`src/rtl/scsi_rx_pkg.sv`:
```
package scsi_rx_pkg;
  localparam int PHASE_W = 3;

  typedef enum logic [1:0] {
    HS_IDLE    = 2'd0,
    HS_WAIT_HI = 2'd1,
    HS_WAIT_LO = 2'd2
  } hs_state_t;
endpackage

```
`src/rtl/scsi_rx_sync.sv`:
```
module scsi_rx_sync #(
  parameter int W      = 1,
  parameter int STAGES = 2
) (
  input  logic         clk,
  input  logic         rst,
  input  logic [W-1:0] d,
  output logic [W-1:0] q
);
  logic [W-1:0] stg [STAGES];

  generate
    for (genvar i = 0; i < STAGES; i++) begin : g_stage
      if (i == 0) begin : g_first
        always_ff @(posedge clk) begin
          if (rst) stg[0] <= '0;
          else     stg[0] <= d;
        end
      end else begin : g_next
        always_ff @(posedge clk) begin
          if (rst) stg[i] <= '0;
          else     stg[i] <= stg[i-1];
        end
      end
    end
  endgenerate

  assign q = stg[STAGES-1];
endmodule

```
`src/rtl/scsi_rx_phase.sv`:
```
module scsi_rx_phase
  import scsi_rx_pkg::*;
(
  input  logic               clk,
  input  logic               rst,
  input  logic               soft_rst,
  input  logic [PHASE_W-1:0] phase_s,
  input  logic               bsy_s,
  input  logic               tcmd_wr,
  input  logic [PHASE_W-1:0] tcmd_phase,
  input  logic               mode_wr,
  input  logic               mode_val,
  output logic               phase_match,
  output logic               dma_mode,
  output logic               end_of_dma,
  output logic               term
);
  logic [PHASE_W-1:0] exp_q;
  logic [PHASE_W-1:0] exp_next;

  assign exp_next = tcmd_wr ? tcmd_phase : exp_q;

  // expected phase and registered compare
  always_ff @(posedge clk) begin
    if (rst) begin
      exp_q       <= '0;
      phase_match <= 1'b0;
    end else begin
      exp_q       <= exp_next;
      phase_match <= (phase_s == exp_next);
    end
  end

  assign term = dma_mode && (!bsy_s || !phase_match);

  // mode / end-of-transfer flags; termination wins over a host load
  always_ff @(posedge clk) begin
    if (rst || soft_rst) begin
      dma_mode   <= 1'b0;
      end_of_dma <= 1'b0;
    end else begin
      if (mode_wr) begin
        dma_mode <= mode_val;
        if (mode_val) end_of_dma <= 1'b0;
      end
      if (term) begin
        dma_mode   <= 1'b0;
        end_of_dma <= 1'b1;
      end
    end
  end
endmodule

```
`src/rtl/scsi_rx_hs.sv`:
```
module scsi_rx_hs
  import scsi_rx_pkg::*;
#(
  parameter int DATA_W = 8
) (
  input  logic              clk,
  input  logic              rst,
  input  logic              soft_rst,
  input  logic              req_s,
  input  logic [DATA_W-1:0] bus_data,
  input  logic              start_rx,
  input  logic              dma_rd,
  input  logic              dma_mode,
  input  logic              term,
  output logic              bus_ack,
  output logic              drq,
  output logic [DATA_W-1:0] rx_data
);
  hs_state_t st;
  logic      hs_done;
  logic      drq_nxt;

  assign hs_done = (st == HS_WAIT_LO) && !req_s;

  always_ff @(posedge clk) begin
    if (rst || soft_rst) begin
      st      <= HS_IDLE;
      bus_ack <= 1'b0;
    end else begin
      case (st)
        HS_IDLE: begin
          if (start_rx || (dma_rd && dma_mode)) st <= HS_WAIT_HI;
        end
        HS_WAIT_HI: begin
          if (req_s) begin
            bus_ack <= 1'b1;
            st      <= HS_WAIT_LO;
          end
        end
        HS_WAIT_LO: begin
          if (!req_s) begin
            bus_ack <= 1'b0;
            st      <= HS_IDLE;
          end
        end
        default: st <= HS_IDLE;
      endcase
    end
  end

  always_ff @(posedge clk) begin
    if (rst) rx_data <= '0;
    else if (st == HS_WAIT_HI && req_s) rx_data <= bus_data;
  end

  // later terms take priority: completion < host read < termination
  always_comb begin
    drq_nxt = drq;
    if (hs_done) drq_nxt = 1'b1;
    if (dma_rd)  drq_nxt = 1'b0;
    if (term)    drq_nxt = 1'b0;
  end

  always_ff @(posedge clk) begin
    if (rst || soft_rst) drq <= 1'b0;
    else                 drq <= drq_nxt;
  end
endmodule

```
`src/rtl/scsi_dma_rx.sv`:
```
module scsi_dma_rx
  import scsi_rx_pkg::*;
#(
  parameter int DATA_W      = 8,
  parameter int SYNC_STAGES = 2
) (
  input  logic               clk,
  input  logic               rst,
  input  logic               soft_rst,
  input  logic               bus_req,
  input  logic               bus_bsy,
  input  logic               bus_msg,
  input  logic               bus_cd,
  input  logic               bus_io,
  input  logic [DATA_W-1:0]  bus_data,
  input  logic               start_rx,
  input  logic               mode_wr,
  input  logic               mode_val,
  input  logic               tcmd_wr,
  input  logic [PHASE_W-1:0] tcmd_phase,
  input  logic               dma_rd,
  output logic               bus_ack,
  output logic               drq,
  output logic [DATA_W-1:0]  rx_data,
  output logic               dma_mode,
  output logic               end_of_dma,
  output logic               phase_match
);
  localparam int CTL_W = PHASE_W + 2;

  logic [CTL_W-1:0]   ctl_s;
  logic               req_s;
  logic               bsy_s;
  logic [PHASE_W-1:0] phase_s;
  logic               term;

  scsi_rx_sync #(.W(CTL_W), .STAGES(SYNC_STAGES)) u_sync (
    .clk (clk),
    .rst (rst),
    .d   ({bus_req, bus_bsy, bus_msg, bus_cd, bus_io}),
    .q   (ctl_s)
  );

  assign req_s   = ctl_s[CTL_W-1];
  assign bsy_s   = ctl_s[CTL_W-2];
  assign phase_s = ctl_s[PHASE_W-1:0];

  scsi_rx_phase u_phase (
    .clk         (clk),
    .rst         (rst),
    .soft_rst    (soft_rst),
    .phase_s     (phase_s),
    .bsy_s       (bsy_s),
    .tcmd_wr     (tcmd_wr),
    .tcmd_phase  (tcmd_phase),
    .mode_wr     (mode_wr),
    .mode_val    (mode_val),
    .phase_match (phase_match),
    .dma_mode    (dma_mode),
    .end_of_dma  (end_of_dma),
    .term        (term)
  );

  scsi_rx_hs #(.DATA_W(DATA_W)) u_hs (
    .clk      (clk),
    .rst      (rst),
    .soft_rst (soft_rst),
    .req_s    (req_s),
    .bus_data (bus_data),
    .start_rx (start_rx),
    .dma_rd   (dma_rd),
    .dma_mode (dma_mode),
    .term     (term),
    .bus_ack  (bus_ack),
    .drq      (drq),
    .rx_data  (rx_data)
  );
endmodule

```
`config.mk`:
```
export PLATFORM = sky130hd
export DESIGN_NAME = scsi_dma_rx
export DESIGN_NICKNAME = d
export VERILOG_FILES = /design/src/rtl/scsi_rx_pkg.sv /design/src/rtl/scsi_rx_sync.sv /design/src/rtl/scsi_rx_phase.sv /design/src/rtl/scsi_rx_hs.sv /design/src/rtl/scsi_dma_rx.sv
export SDC_FILE = /design/constraint.sdc
export NUM_CORES = 1
export LEC_CHECK = 0
export ABC_AREA = 1
export BUFFER_PORTS_ARGS = -buffer_cell sky130_fd_sc_hd__buf_4
export CORE_MARGIN = 8
export CORE_UTILIZATION = 48
export DETAILED_ROUTE_END_ITERATION = 6
export HOLD_SLACK_MARGIN = 0.08
export MAX_ROUTING_LAYER = met4
export PLACE_DENSITY = 0.77
export SYNTH_ARGS = -nofsm -noshare
export SYNTH_HDL_FRONTEND = slang
export SYNTH_HIERARCHICAL = 1
export SYNTH_SLANG_ARGS = --single-unit
```
`constraint.sdc`:
```
create_clock -name clk -period 1.4 [get_ports clk]
set_clock_uncertainty 0.2 [all_clocks]
set_input_delay 0.14 -clock clk [delete_from_list [all_inputs] [get_ports clk]]
set_output_delay 0.14 -clock clk [all_outputs]
set_load 0.01 [all_outputs]
```
* Yosys cells after proc, flatten, opt, wreduce, memory -nomap -nowiden
Memories as Yosys holds them, arrays and structs flattened. Index checks and enable logic that the tools add are counted.
Cells by class: eq/ne operators 6, muxes and demuxes 16, bitwise gates (word level) 2, reduce and logical (&&, ||, !) cells 19
Operators by type and width (number):
- 5-bit 2-to-1 mux | 2
- 1-bit 2-to-1 mux | 8
- 2-bit 2-to-1 mux | 3
- 2-bit case mux with 3 select lines | 1
- 3-bit AND reduction | 2
- 2-bit nonzero test | 3
- 1-bit logical AND | 4
- 2-bit inequality test, second input constant | 2
- 3-bit equality test | 1
- 1-bit zero test | 3
- 1-bit logical OR | 3
- 3-bit 2-to-1 mux | 1
- 3-bit OR reduction | 1
- 2-bit by 1-bit equality test with 1-bit output, second input constant | 1
- 2-bit equality test, second input constant | 1
- 2-bit zero test | 1
- 2-bit by 1-bit inequality test with 1-bit output, second input constant | 1
- 1-bit bitwise OR | 2
- 1-bit case mux with 2 select lines | 1
- 2-bit AND reduction | 1
- 2-bit OR reduction | 1
Storage, ports and cells: bits in registers 18, memory bits (writable) 10, output and inout port bits 13, logic and storage cells 52, memories kept 1
Memories:
- u_sync.stg | depth 2, bits a word 5, rd ports 2, clocked after memory_dff 0, wr ports 2, line scsi_rx_sync.sv:10 | logic [W-1:0] stg [STAGES];

* Depth between registers and ports, before layout
Gate-level depths: netlist of run 1.
word-level depth 5, mapped depth 7, depth with buffers taken out 7

* Hierarchy
The synthesis of run 1 kept the hierarchy.
By module, submodules not included:
- scsi_rx_hs | instances 1, cells each 74, area each 516.7 um^2, seq. area each 240.2 um^2
- scsi_rx_sync | instances 1, cells each 31, area each 286.5 um^2, seq. area each 200.2 um^2
- scsi_rx_phase | instances 1, cells each 44, area each 281.5 um^2, seq. area each 120.1 um^2

* Least setup slack after synthesis of run 1
OpenSTA, ideal clock, no wires.
kind register to register, from reg u_hs.st[1], to reg u_hs.rx_data[0], data arrival time 0.772 ns, required time 1.087 ns, setup slack 0.315 ns, cell stages (with the launch flop) 6, path buffers 1, clock period less this slack 1.085 ns, cell sequence dfxtp_1 > inv_1 > nand3_4 > buf_6 > nor2_1 > nor2_1
Between the ends: longest elaborated chain between the ends 2
RTL lines:
- from (decl) | line scsi_rx_hs.sv:19 | hs_state_t st;
- from (signal assigned) | line scsi_rx_hs.sv:27 | st <= HS_IDLE;
- from (signal assigned) | line scsi_rx_hs.sv:32 | if (start_rx || (dma_rd && dma_mode)) st <= HS_WAIT_HI;
- from (signal assigned) | line scsi_rx_hs.sv:37 | st <= HS_WAIT_LO;
- 2-bit by 1-bit equality test with 1-bit output | line scsi_rx_hs.sv:53 | else if (st == HS_WAIT_HI && req_s) rx_data <= bus_data;
- 1-bit logical AND | line scsi_rx_hs.sv:53
- to (signal assigned) | line scsi_rx_hs.sv:53
- to (decl) | line scsi_rx_hs.sv:17 | output logic [DATA_W-1:0] rx_data
No other way between the ends. A chain may end at the register's enable or synchronous reset.

* Final worst setup path of run 1
from reg u_phase.exp_q[2], to reg u_phase.exp_q[2]
Between the ends: longest elaborated chain between the ends 1
RTL lines:
- from (decl) | line scsi_rx_phase.sv:18 | logic [PHASE_W-1:0] exp_q;
- from (signal assigned) | line scsi_rx_phase.sv:29 | exp_q <= exp_next;
- 3-bit 2-to-1 mux | line scsi_rx_phase.sv:21 | assign exp_next = tcmd_wr ? tcmd_phase : exp_q;
No other way between the ends.

==> flow_metrics.tcl, run 1 <==
set metrics [dict create \
    hold_slack_ps 133.9 \
    p_leak_nw 0.8874 \
    slowest_stage "dlygate4sd3_1" \
    syn_avg_cell_area_um2 7.280 \
    hold_viol 0 \
    synthCells 149 \
    setup_viol 0 \
    ys_warn_count 6 \
    clk_pin_slew_ps 140 \
    status "complete, no violations" \
    tns_ps 0 \
    vias_per_cell 4.459 \
    maxCapViolations 0 \
    die_x_um 63.54 \
    ios 37 \
    min_to "u_phase/phase_match$_SDFF_PP0_" \
    fin_util 0.7907 \
    rrSetupSlack_ps 40 \
    grt_max_degree 19 \
    crit_family "buffers and inverters" \
    path_cells "nand2_2, a21oi_1, dlygate4sd3_1" \
    fp-row-count 17 \
    rr_worst_depth 3 \
    required_ps 1470 \
    slew_viol_final 0 \
    hold_depth 6 \
    io_buffers 36 \
    cts.path.max_buffers 2 \
    fin_nets 244 \
    die-area_mm2 0.004037 \
    cts_buffers 3 \
    fill_cells 158 \
    first_pass_iters 4 \
    drt_iter0_markers 43 \
    layout_setup_ws_ps 35.22 \
    worstSetupPathType "flop to flop" \
    powerDensity_mw_per_mm2 801.9 \
    drtAntennaViolNets 0 \
    grt_use_total 0.1520 \
    finalCritPeriodShare 0.9748 \
    core_area_mm2 0.002170 \
    ys_seq_area_frac 0.5167 \
    cts_root_buf "clkbuf_4" \
    wl_per_cell_um 12.02 \
    post-route-drc-count 0 \
    place.gp.congestion 0.7614 \
    cts_tree "yes" \
    layout-drive-gt1-share 0.2110 \
    cp-start-kind "flop" \
    synth-seq-cells 28 \
    vias 1097 \
    critPathArrivalTime_ps 1440 \
    antenna_cells 0 \
    cts_sinks 28 \
    cpPeakStageDelay_ps 570 \
    grt_overflow 0 \
    slew_headroom 0.8378 \
    synthTopCellsByArea "dfxtp_1 52%, nand2_1 13%, inv_1 10%" \
    grt_pass1_wl_um 4885 \
    p_total_mw 1.376 \
    tightestPinTransition_ps 243.3 \
    worstPathMaxFanout 3 \
    synth_top_area_frac 0.5167 \
    ir_worst_vdd_v 0.0007453 \
    syn-cell-area_mm2 0.001085 \
    syn_nets 173 \
    cp.buffers_inverters 1 \
    min_path_type "input port to flop" \
    die_y_um 63.54 \
    synth_cell_types 15 \
    cp-end-kind "flop" \
    worstSkewPairLatency_ps 320 \
    syn2layout_area_growth_pct 58.13 \
    min_period_ps 1365 \
    start_util 0.5000 \
    antenna_found_initial 0 \
    synth_top_area_cell "dfxtp_1" \
    routed_wl_um 2957 \
    timing.rr.end "u_phase/exp_q[2]$_SDFF_PP0_" \
    hold_start "tcmd_wr" \
    post-place-ws_ps 254.5 \
    dpl.hpwl_um 1744 \
    htree_num_levels 1 \
    grt_pass1_vias 1100 \
    r2r-start "u_phase/exp_q[2]$_SDFF_PP0_" \
    fmax_mhz 732.7 \
]
[per-stage QoR]
stage          area [um2]  cells
3_5_place_dp         1368    211
4_1_cts              1730    248
5_1_grt              1715    246
6_report             1715    246
2_1_floorplan        1085    149
3_3_place_gp         1368    211
[worst register-to-register path: stages, from the launching register on]
cell	delay, ps
dfxtp_1	350
nand2_2	80
a21oi_1	120
dlygate4sd3_1	570
[per-layer routing]
layer,track usage,part of all wire
met5,-,0
met4,0.05850,0.015
met3,0.03710,0.048
met2,0.2953,0.54
met1,0.1372,0.39
[cells in the final DEF (no fill, tap or decap), types with 3 or more instances in the layout]
| master | count |
|---|---|
| a21oi_1 | 7 |
| dlygate4sd3_1 | 31 |
| nand2_1 | 38 |
| clkbuf_4 | 3 |
| nand3_1 | 5 |
| buf_4 | 36 |
| dfxtp_1 | 28 |
| nor2_1 | 29 |
| inv_1 | 29 |
[flip-flops by register name, summed over array words and instances (netlist names)]
register / flops
u_hs/drq: 1
u_sync/stg: 10
u_hs/st: 2
u_phase/end_of_dma: 1
u_hs/bus_ack: 1
u_phase/phase_match: 1
u_phase/dma_mode: 1
u_phase/exp_q: 3
u_hs/rx_data: 8
[power by group]
part | total [mW] | switching, mW | internal (mW)
registers | 0.838 | 0.0137 | 0.824
logic | 0.216 | 0.0852 | 0.131
clock network | 0.322 | 0.221 | 0.101
total | 1.38 | 0.320 | 1.06
[final cells by class]
cell class | count | area [um2] | share of cell area
inverter | 31 | 116.4 | 0.06783
clock buffer | 3 | 22.52 | 0.01313
tap | 28 | 35.03 | 0.02042
timing repair buffer | 68 | 593.1 | 0.3457
sequential | 28 | 560.5 | 0.3268
multi-input combinational | 88 | 387.9 | 0.2261
[cells by family after synthesis]
group | Yosys count | share of synthesized area
and+or+nand+nor | 79 | 0.3057
buffers and inverters | 33 | 0.1280
DFF | 28 | 0.5167
AOI/OAI and AO/OA | 9 | 0.04959
[repair_timing]
item / in CTS / in global routing
hold endpoints to repair: 28 / 3
hold buffers: 34 / 1
setup endpoints to repair: 0 / 5
resized for setup: 0 / 2
buffers inserted: 0 / 0
[worst max path at each step]
stage | start | slack [ps] | end | depth (start not counted)
global route | u_phase/exp_q[1]$_SDFF_PP0_ | -2 | u_phase/exp_q[1]$_SDFF_PP0_ | 3
detailed placement | u_hs/st[1]$_SDFFE_PP0P_ | 250 | u_hs/rx_data[7]$_SDFFE_PP0P_ | 4
floorplan | u_hs/st[1]$_SDFFE_PP0P_ | 320 | u_hs/rx_data[0]$_SDFFE_PP0P_ | 5
CTS | bus_msg | 6 | u_sync/stg[0][2]$_SDFF_PP0_ | 5
global placement | u_hs/st[1]$_SDFFE_PP0P_ | 330 | u_hs/rx_data[1]$_SDFFE_PP0P_ | 4
finish | u_phase/exp_q[2]$_SDFF_PP0_ | 40 | u_phase/exp_q[2]$_SDFF_PP0_ | 3
[Yosys cell counts (all sizes together)]
library cell,count
nand2,40
inv,31
nor2,30
dfxtp,28
a21oi,7
nand3,6
buf,2
nand3b,2
a211oi,1
a21boi,1
or2,1
No activity file was read; power rests on OpenSTA's default activity.
==> inputs of run 2 (changes only) <==
--- a/config.mk
+++ b/config.mk
@@ -8,11 +8,10 @@
 export ABC_AREA = 1
 export BUFFER_PORTS_ARGS = -buffer_cell sky130_fd_sc_hd__buf_4
 export CORE_MARGIN = 8
-export CORE_UTILIZATION = 48
+export CORE_UTILIZATION = 27
 export DETAILED_ROUTE_END_ITERATION = 6
 export HOLD_SLACK_MARGIN = 0.08
 export MAX_ROUTING_LAYER = met4
-export PLACE_DENSITY = 0.77
 export SYNTH_ARGS = -nofsm -noshare
 export SYNTH_HDL_FRONTEND = slang
 export SYNTH_HIERARCHICAL = 1
==> flow_metrics.tcl, run 2 (synthesized netlist as in run 1, its figures left out) <==
set metrics [dict create \
    status "complete, no violations" \
    antenna_cells 0 \
    finalCritPeriodShare 0.9575 \
    layout_setup_ws_ps 59.47 \
    wl_per_cell_um 9.262 \
    htree_num_levels 1 \
    final_common_cell "nand2_1" \
    hold_slack_ps 206.6 \
    cts.path.max_buffers 2 \
    io_buffers 36 \
    critPathArrivalTime_ps 1330 \
    cts_buffers 3 \
    grt_pass1_vias 993 \
    fmax_mhz 746.0 \
    slew_viol_final 0 \
    grt_overflow 0 \
    vias 994 \
    regMostFlops "u_sync/stg" \
    core_area_mm2 0.003943 \
    grt_max_degree 19 \
    rrSetupSlack_ps 260 \
    first_pass_iters 4 \
    post_dp_cell_area_mm2 0.001395 \
    min_period_ps 1341 \
    vias_per_cell 3.823 \
    maxCapViolations 0 \
    cp-end-kind "flop" \
    worstSkewPairLatency_ps 270 \
    mostFrequentLayoutCells "39 x nand2_1, 36 x buf_4, 29 x inv_1, 28 x nor2_1, 28 x dfxtp_1" \
    final_area_mm2 0.001683 \
    largest_reg_flops 10 \
    post-place-cells 233 \
    place.gp.congestion 0.6788 \
    drtAntennaViolNets 0 \
    layout-drive-gt1-share 0.2238 \
    post-route-drc-count 0 \
    fin_nets 235 \
    routed_wl_um 2408 \
    rr_worst_depth 4 \
    fin_util 0.4268 \
    tightestPinTransition_ps 248.9 \
    antenna_found_initial 0 \
    required_ps 1390 \
    setup_viol 0 \
    powerDensity_mw_per_mm2 899.0 \
    ir_worst_vdd_v 0.0003139 \
    grt_pass1_wl_um 4022 \
    cts_root_buf "clkbuf_8" \
    start_util 0.2752 \
    post-place-ws_ps 265.9 \
    fp-row-count 23 \
    tns_ps 0 \
    fin_cells 260 \
    grt_use_total 0.08020 \
    p_leak_nw 0.8431 \
    die-area_mm2 0.006302 \
    min_path_type "flop to flop" \
    cp-start-kind "input port" \
    clk_pin_slew_ps 90 \
    drt_iter0_markers 27 \
    cts_tree "yes" \
    hold_depth 2 \
    rsz0062_at_grt "false" \
    dpl.hpwl_um 1659 \
    hold_viol 0 \
    slew_headroom 0.8339 \
    largestRegisters "u_sync/stg: 10 flops, u_hs/rx_data: 8 flops, u_phase/exp_q: 3 flops" \
    die_y_um 79.39 \
    worstSetupPathType "input port to flop" \
    worstPathMaxFanout 17 \
    ios 37 \
    die_x_um 79.39 \
    syn2layout_area_growth_pct 55.13 \
    p_total_mw 1.513 \
    cts_sinks 28 \
]
==> run 2: worst max-delay path, stage by stage <==
cell and delay, ps:
dlygate4sd3_1 540, buf_4 200, or2_1 240, a211oi_1 210
==> run 2: final timing paths <==
| check | start | to |
|---|---|---|
| setup / recovery | rst | u_phase/dma_mode$_SDFFE_PP0P_ |
| hold / removal | u_sync/stg[0][1]$_SDFF_PP0_ | u_sync/stg[1][1]$_SDFF_PP0_ |
| hold reg to reg | u_sync/stg[0][1]$_SDFF_PP0_ | u_sync/stg[1][1]$_SDFF_PP0_ |
| setup reg to reg | u_hs/st[1]$_SDFFE_PP0P_ | u_hs/rx_data[7]$_SDFFE_PP0P_ |
==> run 2: final cells by class <==
| cell class | instances | area (um2) |
|---|---|---|
| Clock buffer | 4 | 55.05 |
| Sequential cell | 28 | 560.5 |
| Multi-Input combinational cell | 88 | 387.9 |
| Tap cell | 50 | 62.56 |
| Timing Repair Buffer | 59 | 500.5 |
| Fill cell | 399 | 2260 |
| Inverter | 31 | 116.4 |
==> run 2: repair_timing <==
action,4_1_cts,5_1_grt
endpoints found under the setup margin,0,1
gates resized for setup,0,1
hold buffers,23,0
endpoints found under the hold margin,28,0
buffers inserted,0,0
==> run 2: per-layer routing <==
layer / GRT usage / part of all wire
met1: 0.08892 / 0.47
met2: 0.1298 / 0.46
met3: 0.02252 / 0.054
met4: 0.03889 / 0.014
met5: - / 0
==> run 2: power by group <==
| part | leakage [nW] | switching, mW | total [mW] | internal, mW |
|---|---|---|---|---|
| Combinational | 0.585 | 0.0745 | 0.191 | 0.116 |
| Sequential | 0.229 | 0.0123 | 0.835 | 0.823 |
| Clock | 0.0288 | 0.236 | 0.487 | 0.251 |
| Total | 0.843 | 0.323 | 1.51 | 1.19 |
==> inputs of run 3 (changes only) <==
--- a/config.mk
+++ b/config.mk
@@ -12,6 +12,7 @@
 export DETAILED_ROUTE_END_ITERATION = 6
 export HOLD_SLACK_MARGIN = 0.08
 export MAX_ROUTING_LAYER = met4
+export PLACE_DENSITY_LB_ADDON = 0.25
 export SYNTH_ARGS = -nofsm -noshare
 export SYNTH_HDL_FRONTEND = slang
 export SYNTH_HIERARCHICAL = 1
==> flow_metrics.tcl, run 3 (synthesized netlist as in run 1, its figures left out) <==
set metrics [dict create \
    status "complete, no violations" \
    hold_viol 0 \
    grt_overflow 0 \
    antenna_found_initial 0 \
    crit_end "u_phase/dma_mode$_SDFFE_PP0P_" \
    vias 970 \
    slew_viol_final 0 \
    powerDensity_mw_per_mm2 866.2 \
    syn2layout_area_growth_pct 53.86 \
    rrSetupSlack_ps 280 \
    clk_pin_slew_ps 90 \
    rsz0062_at_grt "false" \
    min_period_ps 1329 \
    slew_headroom 0.8455 \
    grt_pass1_vias 914 \
    fill_cells 401 \
    min_path_type "flop to flop" \
    tns_ps 0 \
    r2r-start "u_hs/st[1]$_SDFFE_PP0P_" \
    hold_start "u_sync/stg[0][2]$_SDFF_PP0_" \
    worstSetupPathType "input port to flop" \
    start_util 0.2752 \
    wl_per_cell_um 8.737 \
    worstPathMaxFanout 17 \
    rr_worst_depth 5 \
    setup_viol 0 \
    tightestPinTransition_ps 231.6 \
    fin_cells 259 \
    dpl.hpwl_um 1627 \
    fmax_mhz 752.6 \
    regMostFlops "u_sync/stg" \
    die-area_mm2 0.006302 \
    first_pass_iters 4 \
    largest_reg_flops 10 \
    timing.rr.end "u_hs/rx_data[1]$_SDFFE_PP0P_" \
    cpPeakStageDelay_ps 540 \
    final_common_cell "nand2_1" \
    grtUsageMet2 0.1257 \
    post_dp_cell_area_mm2 0.001395 \
    critPathArrivalTime_ps 1320 \
    grt_max_degree 19 \
    post-route-drc-count 0 \
    place.gp.congestion 0.7384 \
    largestRegisters "u_sync/stg: 10 flops, u_hs/rx_data: 8 flops, u_phase/exp_q: 3 flops" \
    htree_num_levels 1 \
    cts.path.max_buffers 2 \
    drtAntennaViolNets 0 \
    p_leak_nw 0.8359 \
    ir_worst_vdd_v 0.0005488 \
    multi_input_area_um2 387.9 \
    drt_iter0_markers 48 \
    p_total_mw 1.446 \
    required_ps 1390 \
    grt_use_total 0.07683 \
    cp-start-kind "input port" \
    cts_sinks 28 \
    layout-drive-gt1-share 0.2201 \
    finalCritPeriodShare 0.9491 \
    ios 37 \
    cts_root_buf "clkbuf_8" \
    routed_wl_um 2263 \
    critPathLaunch "rst" \
    cp-end-kind "flop" \
    cts_buffers 3 \
    worstSkewPairLatency_ps 270 \
    grt_util_met1 0.08228 \
    vias_per_cell 3.745 \
    regArea_um2 560.5 \
    top_usage_layer "met2" \
    fin_nets 235 \
    mostFrequentLayoutCells "39 x nand2_1, 36 x buf_4, 29 x inv_1, 28 x nor2_1, 28 x dfxtp_1" \
    maxCapViolations 0 \
    cts_tree "yes" \
    slowest_stage "dlygate4sd3_1" \
    die_y_um 79.39 \
    antenna_cells 0 \
    path_cells "dlygate4sd3_1, buf_4, or2_1, a211oi_1" \
    io_buffers 36 \
    post-place-cells 233 \
    core_area_mm2 0.003943 \
    die_x_um 79.39 \
    fp-row-count 23 \
    grt_use_met3 0.03716 \
    final_area_mm2 0.001669 \
    grt_pass1_wl_um 3857 \
    fin_util 0.4234 \
]
## run 3: worst max-delay path, delay by kind of cell
family,cells,cell delay [ps]
buffers and inverters,2,740
AO/OA/AOI/OAI,1,190
AND/OR/NAND/NOR,1,240
## run 3: area by class of cell
class                           count  share of cell area
Tap cell                           50             0.03748
Timing Repair Buffer               59              0.2999
Clock buffer                        3             0.02474
Inverter                           31             0.06972
Sequential cell                    28              0.3358
Multi-Input combinational cell     88              0.2324
## run 3: worst min-delay path by stage
stage / cells after the start / end
final: 2 / u_sync/stg[1][2]$_SDFF_PP0_
after global routing: 2 / u_sync/stg[1][4]$_SDFF_PP0_
after CTS: 2 / u_sync/stg[1][4]$_SDFF_PP0_
after detailed placement: 3 / u_sync/stg[0][4]$_SDFF_PP0_
after global placement: 3 / u_sync/stg[0][2]$_SDFF_PP0_
after floorplan: 1 / u_phase/exp_q[0]$_SDFF_PP0_
## run 3: metal layers
layer | vias up | wire (um)
li1 | 558 | -
met1 | 383 | 1053
met2 | 27 | 1038
met3 | 2 | 163
met4 | 0 | 8
met5 | - | 0
## run 3: power by group
part | leakage, nW | switching (mW) | internal (mW) | total (mW)
Clock | 0.0216 | 0.230 | 0.193 | 0.423
Combinational | 0.585 | 0.0722 | 0.116 | 0.188
Sequential | 0.229 | 0.0115 | 0.823 | 0.834
## run 3: per-stage QoR
stage	hold WS, ps	setup slack, ps
2_1_floorplan	9.066	315.3
3_3_place_gp	141.7	304.7
3_5_place_dp	145.3	276.8
4_1_cts	204.4	68.03
5_1_grt	223.4	18.67
6_report	204.8	71.23
## run 3: repair_timing
| action | CTS | global route |
|---|---|---|
| gates resized for setup | 0 | 1 |
| hold buffers | 23 | 0 |
| buffers inserted | 0 | 0 |
| hold endpoints to repair | 27 | 0 |
| setup endpoints to repair | 0 | 1 |
